[config.mk]
export PLATFORM = sky130hd
export DESIGN_NAME = pwm_period_chan
export DESIGN_NICKNAME = d
export VERILOG_FILES = /design/src/rtl/pwm_chan_pkg.sv /design/src/rtl/pwm_prescale.sv /design/src/rtl/pwm_lin_div.sv /design/src/rtl/pwm_period_ctr.sv /design/src/rtl/pwm_period_chan.sv
export SDC_FILE = /design/constraint.sdc
export NUM_CORES = 1
export LEC_CHECK = 0
export ABC_AREA = 1
export BUFFER_PORTS_ARGS = -buffer_cell sky130_fd_sc_hd__buf_2
export CORE_ASPECT_RATIO = 2
export CORE_MARGIN = 10
export CORE_UTILIZATION = 58
export DETAILED_ROUTE_END_ITERATION = 8
export PLACE_DENSITY_LB_ADDON = 0.3
export SLEW_MARGIN = 20
export SYNTH_ARGS = -nofsm -noshare
export SYNTH_HDL_FRONTEND = slang
export SYNTH_SLANG_ARGS = --single-unit
[constraint.sdc]
create_clock -name clk -period 3.85 [get_ports clk]
set_clock_uncertainty 0.05 [all_clocks]
set_input_delay 0.1925 -clock clk [delete_from_list [all_inputs] [get_ports clk]]
set_output_delay 0.1925 -clock clk [all_outputs]
set_load 0.05 [all_outputs]
[src/rtl/pwm_chan_pkg.sv]
package pwm_chan_pkg;

    localparam int PRE_LIMIT = 10;

    typedef enum logic [1:0] {
        SRC_PRESCALE = 2'd0,
        SRC_DIV_A    = 2'd1,
        SRC_DIV_B    = 2'd2,
        SRC_SPARE    = 2'd3
    } clk_src_e;

    typedef enum logic {
        MODE_LEFT   = 1'b0,
        MODE_CENTER = 1'b1
    } align_e;

    // limit the prescaler exponent to the largest supported setting
    function automatic logic [3:0] clamp_pre(input logic [3:0] sel, input int lim);
        return (int'(sel) > lim) ? 4'(lim) : sel;
    endfunction

endpackage

[src/rtl/pwm_prescale.sv]
module pwm_prescale #(
    parameter int PRE_MAX = 10,
    parameter int SEL_W   = 4
) (
    input  logic             clk,
    input  logic             rst,
    input  logic [SEL_W-1:0] sel,
    output logic             tick
);
    localparam int CW = PRE_MAX;

    logic [CW-1:0] free_cnt;
    logic [CW:0]   pow;
    logic [CW-1:0] mask;

    always_ff @(posedge clk) begin
        if (rst) free_cnt <= '0;
        else     free_cnt <= free_cnt + 1'b1;
    end

    always_comb begin
        pow  = (CW+1)'(1) << sel;
        mask = CW'(pow - 1'b1);
    end

    assign tick = ((free_cnt & mask) == mask);

endmodule

[src/rtl/pwm_lin_div.sv]
module pwm_lin_div #(
    parameter int DIV_W = 8
) (
    input  logic             clk,
    input  logic             rst,
    input  logic             en,
    input  logic [DIV_W-1:0] div,
    output logic             tick
);
    logic [DIV_W-1:0] phase;
    logic             live;
    logic             last;

    assign live = (div != '0);
    assign last = (phase >= div - 1'b1);
    assign tick = en && live && last;

    always_ff @(posedge clk) begin
        if (rst) begin
            phase <= '0;
        end else if (en && live) begin
            phase <= last ? '0 : phase + 1'b1;
        end
    end

endmodule

[src/rtl/pwm_period_ctr.sv]
module pwm_period_ctr
    import pwm_chan_pkg::*;
#(
    parameter int CNT_W = 16
) (
    input  logic             clk,
    input  logic             rst,
    input  logic             tick,
    input  align_e           mode,
    input  logic [CNT_W-1:0] per_next,
    output logic [CNT_W-1:0] cnt,
    output logic             evt
);
    logic [CNT_W-1:0] per_act;
    logic             rising;

    always_ff @(posedge clk) begin
        if (rst) begin
            cnt     <= '0;
            per_act <= '0;
            rising  <= 1'b1;
            evt     <= 1'b0;
        end else begin
            evt <= 1'b0;
            if (tick) begin
                if (per_act == '0) begin
                    cnt     <= '0;
                    rising  <= 1'b1;
                    per_act <= per_next;
                end else if (mode == MODE_LEFT) begin
                    if (cnt >= per_act - CNT_W'(1)) begin
                        cnt     <= '0;
                        evt     <= 1'b1;
                        rising  <= 1'b1;
                        per_act <= per_next;
                    end else begin
                        cnt <= cnt + CNT_W'(1);
                    end
                end else if (rising) begin
                    if (cnt >= per_act) begin
                        cnt    <= cnt - CNT_W'(1);
                        rising <= 1'b0;
                    end else begin
                        cnt <= cnt + CNT_W'(1);
                        if (cnt + CNT_W'(1) == per_act) rising <= 1'b0;
                    end
                end else begin
                    if (cnt <= CNT_W'(1)) begin
                        cnt     <= '0;
                        evt     <= 1'b1;
                        rising  <= 1'b1;
                        per_act <= per_next;
                    end else begin
                        cnt <= cnt - CNT_W'(1);
                    end
                end
            end
        end
    end

endmodule

[src/rtl/pwm_period_chan.sv]
module pwm_period_chan
    import pwm_chan_pkg::*;
#(
    parameter int CNT_W   = 16,
    parameter int REG_W   = 24,
    parameter int DIV_W   = 8,
    parameter int SEL_W   = 4,
    parameter int PRE_MAX = PRE_LIMIT
) (
    input  logic             clk,
    input  logic             rst,
    input  logic             per_wr,
    input  logic [REG_W-1:0] per_wdata,
    output logic [REG_W-1:0] per_rdata,
    input  logic             prot_sw,
    input  logic             prot_hw,
    input  logic [SEL_W-1:0] pre_sel,
    input  logic [1:0]       div_sel,
    input  logic [DIV_W-1:0] div_a,
    input  logic [DIV_W-1:0] div_b,
    input  logic             align_center,
    input  logic [CNT_W-1:0] duty,
    output logic [CNT_W-1:0] cnt,
    output logic             period_evt,
    output logic             pwm_out
);
    localparam int NDIV = 2;

    logic [REG_W-1:0] per_reg;
    logic             wr_ok;
    logic [SEL_W-1:0] pre_eff;
    logic             pre_tick;
    logic [DIV_W-1:0] div_val  [NDIV];
    logic [NDIV-1:0]  div_tick;
    logic             ctr_tick;

    // protected period register
    assign wr_ok = per_wr && !prot_sw && !prot_hw;

    always_ff @(posedge clk) begin
        if (rst)        per_reg <= '0;
        else if (wr_ok) per_reg <= per_wdata;
    end

    assign per_rdata = per_reg;

    // tick-enable chain
    assign pre_eff = SEL_W'(clamp_pre(4'(pre_sel), PRE_MAX));

    pwm_prescale #(.PRE_MAX(PRE_MAX), .SEL_W(SEL_W)) u_pre (
        .clk  (clk),
        .rst  (rst),
        .sel  (pre_eff),
        .tick (pre_tick)
    );

    assign div_val[0] = div_a;
    assign div_val[1] = div_b;

    for (genvar g = 0; g < NDIV; g++) begin : g_div
        pwm_lin_div #(.DIV_W(DIV_W)) u_div (
            .clk  (clk),
            .rst  (rst),
            .en   (pre_tick),
            .div  (div_val[g]),
            .tick (div_tick[g])
        );
    end

    always_comb begin
        case (clk_src_e'(div_sel))
            SRC_DIV_A: ctr_tick = div_tick[0];
            SRC_DIV_B: ctr_tick = div_tick[1];
            default:   ctr_tick = pre_tick;
        endcase
    end

    pwm_period_ctr #(.CNT_W(CNT_W)) u_ctr (
        .clk      (clk),
        .rst      (rst),
        .tick     (ctr_tick),
        .mode     (align_e'(align_center)),
        .per_next (per_reg[CNT_W-1:0]),
        .cnt      (cnt),
        .evt      (period_evt)
    );

    assign pwm_out = (cnt < duty);

endmodule

==> metrics.yaml, run 1 <==
synth_area_sq_um: 6720
peakVddDrop_mv: 0.420
dp_slack_ns: 0.167
critical_path_required_ns: 4.09
drt_iter0_drc: 447
worstPathArrival_ns: 3.82
clk_latency_ns: 0.36
holdPathStages: 3
avgSynthCellArea_sq_um: 6.57
drtAntennaViolNets: 0
cts_tree: "built"
grt_usage_pct: 24.4
wirelength_um: 20400
ff_latch_area_sq_um: 1680
worst-setup-path-type: "reg -> reg"
slew_headroom_pct: 44.8
grt_pass1_vias: 6747
synthArstFlopShare_pct: 0
maxCapViolCount: 0
synth_area_leaders: "dfxtp_1, ha_1, nand2_1, inv_1, a21oi_1"
nNetsFinal: 1279
crit_path_start: "u_ctr.per_act[2]"
drv_slew: 0
synth.most_common_cell: "nand2_1"
synth_cell_types: 42
cts.sinks: 84
r2r_start: "u_ctr.per_act[2]"
clk_path_buf_depth: 2
synth_top_cell_by_area: "dfxtp_1"
end_kind: "flip-flop"
area_delta_synth_final_pct: 16.5
path_max_fanout: 16
design_area_sq_um: 7820
hpwl_um: 15700
timing.final.ws_setup_ns: 0.269
vias: 7169
ys_ff_latch: 84
grt_pass1_wl_um: 31800
dieArea_sq_um: 16500
synth_top_area_share_pct: 25.0
h-tree-depth: 3
core_sq_um: 11400
cts_buffers: 9
synthCells: 1023
whs_ns: 0.0638
dr.pass1.iters: 8
fillers: 1046
synth_commonest_cells: "nand2_1, inv_1, nor2_1"
fin_util_pct: 68.9
multi_input_comb_area_sq_um: 4380
p_leak_nw: 4.00
holdBufCountCts: 0
root_buffer: "clkbuf_16"
die_w_um: 96.1
drive_above_1_share_pct: 14.7
antenna_found_initial: 0
yosysSeqAreaShare_pct: 25.0
placed_area_sq_um: 7420
p_total_mw: 4.27
drc: 0
syn-num-nets: 1168
hold_viol_final: 0
post-route-period-util_pct: 93.0
die_h_um: 172
setup-violations-final: 0
port_buffers: 109
initial_core_util_pct: 59.2
tightest_slew_ns: 0.828
io_pins: 110
fmax_mhz: 279
tns_ns: 0
rows: 55
gp_congestion: 0.939
wl_per_cell_um: 15.9
path_clk_slew_ns: 0.07
r2r_cells: 21
finalNonFillerCells: 1281
post_drt_via_cell_ratio: 5.60
power_density_nw_per_um2: 546
placed_cells_incl_taps: 1263
grt_overflow: 0
synth_ff_type: "dfxtp_1"
yosys_warnings: 0
hold_class: "in -> reg"
fin_crit_ns: 3.58
grt_start_max_net_pins: 63
critical_path.startpoint_type: "flip-flop"
min_from: "per_wdata[3]"
status: "finished, final reports clean"
antenna_cells: 0
synth_edf_count: 0
-- per-layer routing --
layer | routed length (um) | vias to the layer above | global-route usage (%)
met2 | 11200 | 247 | 45.6
met5 | 0 | - | 0
met4 | 1560 | 0 | 16.0
li1 | - | 3557 | -
met1 | 6650 | 3256 | 22.8
met3 | 1020 | 109 | 4.47
-- worst max-delay path, stage by stage, from the launching register on --
cell and delay, ns:
dfxtp_1 0.33, inv_1 0.13, nand3_1 0.13, nor3_1 0.26, nand3_1 0.17, nor3_1 0.21, and3_1 0.23, nand3_1 0.09
xor2_1 0.15, ha_1 0.30, nand2_1 0.07, inv_1 0.05, nand3_1 0.07, nor3_1 0.20, nand3_1 0.10, nand3_1 0.12
nor2_1 0.06, nand2_2 0.22, nand4_4 0.28, nand2_1 0.13, nand2_1 0.06, nor2_1 0.12
-- final cells by class --
| cell class | count | area share [%] |
|---|---|---|
| Timing Repair Buffer | 123 | 8.48 |
| Inverter | 149 | 7.15 |
| Clock inverter | 6 | 1.50 |
| Multi-Input combinational cell | 767 | 56.0 |
| Tap cell | 142 | 2.27 |
| Clock buffer | 10 | 3.06 |
| Sequential cell | 84 | 21.5 |
-- cells in the final DEF (no fill, tap or decap), types with 2 or more instances in the layout --
cell	n
nand4_1	22
dfxtp_1	84
o21ai_1	2
nand2_2	3
clkinv_1	2
buf_2	109
clkbuf_16	9
nor2_1	120
nand4_4	2
nor3_1	24
o21ai_0	56
inv_1	140
buf_4	13
xnor2_1	7
a31oi_1	4
nand3_1	40
nor3b_1	10
or3_1	2
nand2_1	224
a211oi_1	2
ha_1	77
o211ai_1	4
a21oi_1	99
nor4b_1	2
nand3_2	4
nor2_2	4
o21a_1	2
xor2_1	43
nor2_4	2
bufinv_16	3
inv_2	7
-- power breakdown --
part	switching (mW)	leakage (nW)	total (mW)	internal [mW]
logic	1.41	3.15	2.15	0.737
registers	0.122	0.685	1.08	0.955
clock network	0.389	0.171	1.05	0.659
-- kinds of logic (layout without fill, tap and decap cells) --
| logic type | count (synthesis) | in the layout | synth area share, % |
|---|---|---|---|
| adder cells (fa/ha/maj) | 77 | 77 | 14.3 |
| AND/OR/NAND/NOR | 465 | 466 | 30.5 |
| XOR/XNOR | 50 | 50 | 6.52 |
| buffers and inverters | 173 | 288 | 10.1 |
| AO/OA/AOI/OAI | 174 | 174 | 13.5 |
| flip-flops | 84 | 84 | 25.0 |
-- flip-flops by register name (all words and copies together) (netlist names) --
signal             cells
u_ctr.cnt             16
g_div.u_div.phase     16
per_rdata             24
u_ctr.rising           1
u_pre.free_cnt        10
u_ctr.evt              1
u_ctr.per_act         16
-- worst paths after layout --
kind                           end  slack (ns)
hold reg to reg      per_rdata[20]        0.39
setup reg to reg  u_ctr.per_act[8]        0.27
hold / removal        per_rdata[3]        0.06
setup / recovery  u_ctr.per_act[8]        0.27
-- what timing repair did --
item,in CTS,in global routing
setup endpoints to repair,0,23
buffers inserted,0,1
gates resized for setup,0,2
(Power assumes the default switching activity.)
==> run 2, diff against run 1 <==
--- a/config.mk
+++ b/config.mk
@@ -8,7 +8,7 @@
 export ABC_AREA = 1
 export BUFFER_PORTS_ARGS = -buffer_cell sky130_fd_sc_hd__buf_2
 export CORE_ASPECT_RATIO = 2
-export CORE_MARGIN = 10
+export CORE_MARGIN = 3
 export CORE_UTILIZATION = 58
 export DETAILED_ROUTE_END_ITERATION = 8
 export PLACE_DENSITY_LB_ADDON = 0.3
==> constraint.sdc (replaced) <==
create_clock -name clk -period 3.85 [get_ports clk]
set_clock_uncertainty 0.05 [all_clocks]
set_input_delay 0.1925 -clock clk [delete_from_list [all_inputs] [get_ports clk]]
set_output_delay 0.1925 -clock clk [all_outputs]
set_load 0.1 [all_outputs]
==> metrics.yaml, run 2 (same netlist as run 1, synthesis figures left out) <==
status: "finished, final reports clean"
power_density_nw_per_um2: 544  # -0.37%
grt_start_max_net_pins: 49  # -22%
cpMaxStageDelayCell: "nand4_2"
wl_per_cell_um: 15.1  # -5.0%
rows: 55  # unchanged
drt_iter0_drc: 415  # -7.2%
placed_cells_incl_taps: 1264  # +0.079%
end_kind: "flip-flop"
timing.final.ws_setup_ns: 0.165  # -0.104 ns
whs_ns: 0.0706  # +0.00678 ns
peakVddDrop_mv: 0.367  # -13%
clk_path_buf_depth: 2  # unchanged
fmax_mhz: 271  # -2.8%
grt_overflow: 0  # unchanged
vias: 7128  # -0.57%
post-route-period-util_pct: 95.7  # +2.7 points
largest_reg_flops: 24  # unchanged
cts.sinks: 84  # unchanged
post-cts-setup-buffers: 0  # unchanged
fin_crit_ns: 3.69  # +0.104 ns
core_sq_um: 11300  # -0.61%
grt_pass1_vias: 6653  # -1.4%
crit_path_frequent_cell: "nand3_1"
tightest_slew_ns: 0.799  # -0.0290 ns
wirelength_um: 19400  # -4.9%
p_leak_nw: 3.97  # -0.75%
area_delta_synth_final_pct: 15.3
drtAntennaViolNets: 0  # unchanged
nNetsFinal: 1280  # +0.078%
clk_latency_ns: 0.35  # about the same
placed_area_sq_um: 7430  # +0.10%
grt_usage_pct: 30.5  # +6.1 points
maxCapViolCount: 0  # unchanged
fin_util_pct: 68.6  # -0.27 points
initial_core_util_pct: 59.5  # +0.36 points
antenna_found_initial: 0  # unchanged
max_stage_delay_ns: 0.42  # +0.09 ns
crit_chain: "inv_1 > nand3_1 > nor3_2 > nand3_1 > nor3_1 > and3_1 > nand3_1 > xor2_1 > ha_1 > nand2_1 > inv_1 > nand3_1 > nor3_1 > nand3_1 > nand3_1 > nor2_1 > nand2_2 > nand4_2 > nor2_1 > nor2_1"
post_drt_via_cell_ratio: 5.56  # -0.65%
final_common_cell: "nand2_1"
path_clk_slew_ns: 0.07  # about the same
die_w_um: 82.1  # -15%
hold_class: "in -> reg"
finalNonFillerCells: 1282  # +0.078%
grt_pass1_wl_um: 30200  # -5.1%
critical_path.startpoint_type: "flip-flop"
die_h_um: 158  # -8.1%
dr.pass1.iters: 5  # -3
worstPathArrival_ns: 3.88  # +0.06 ns
slew_headroom_pct: 46.7  # +1.9 points
dp_slack_ns: 0.163  # -0.00382 ns
dieArea_sq_um: 13000  # -22%
port_buffers: 109  # unchanged
design_area_sq_um: 7740  # -0.99%
tns_ns: 0  # unchanged
h-tree-depth: 3  # unchanged
gp_congestion: 1.03  # +9.9%
worst-setup-path-type: "reg -> reg"
path_max_fanout: 16  # unchanged
p_total_mw: 4.21  # -1.4%
antenna_cells: 0  # unchanged
root_buffer: "clkbuf_16"
cts_tree: "built"
cts_buffers: 9  # unchanged
drc: 0  # unchanged
final_cell_mix: "nand2_1, inv_1, nor2_1"
hold_viol_final: 0  # unchanged
critical_path_required_ns: 4.04  # -0.05 ns
io_pins: 110  # unchanged
setup-violations-final: 0  # unchanged
rsz0062_at_grt: "true"
drive_above_1_share_pct: 14.7  # +0.075 points
hpwl_um: 15100  # -3.9%
drv_slew: 0  # unchanged
run 2: worst paths after layout:
path                                       start               end  slack (ns)  depth (start not counted)
worst max-delay path            u_ctr.per_act[2]  u_ctr.per_act[8]        0.16                         20
worst min-delay path               per_wdata[11]     per_rdata[11]        0.07                          3
worst max register to register  u_ctr.per_act[2]  u_ctr.per_act[8]        0.16                         20
worst min register to register     per_rdata[16]     per_rdata[16]        0.39                          2
run 2: where the power goes:
group	switching, mW	internal, mW
clock network	0.389	0.460
registers	0.123	0.955
logic	1.56	0.726
run 2: final cells by class:
type | instances | area [sq um]
inverter | 149 | 559
timing repair buffer | 123 | 651
multi-input combinational | 768 | 4390
tap | 142 | 178
clock inverter | 6 | 47.5
fill | 1071 | 3540
sequential | 84 | 1680
clock buffer | 10 | 239
run 2: critical path: cells and delay by family, from the launching register on:
kind,cells,cell delay (ns)
buffers and inverters,2,0.18
XOR/XNOR,1,0.16
adder cells (fa/ha/maj),1,0.29
flip-flops,1,0.33
AND/OR/NAND/NOR,16,2.56
run 2: metal layers:
layer  up-vias  global-route usage, %  routed length [um]
met5         -                      0                   0
met4         0                   26.9                1760
met3       105                   6.09                 928
met2       251                   55.0               10500
met1      3211                   27.3                6190
li1       3561                      -                   -
run 2: repair_timing:
action / CTS / global route
endpoints found under the setup margin: 0 / 25
hold buffers: 0 / 0
resized for setup: 0 / 1
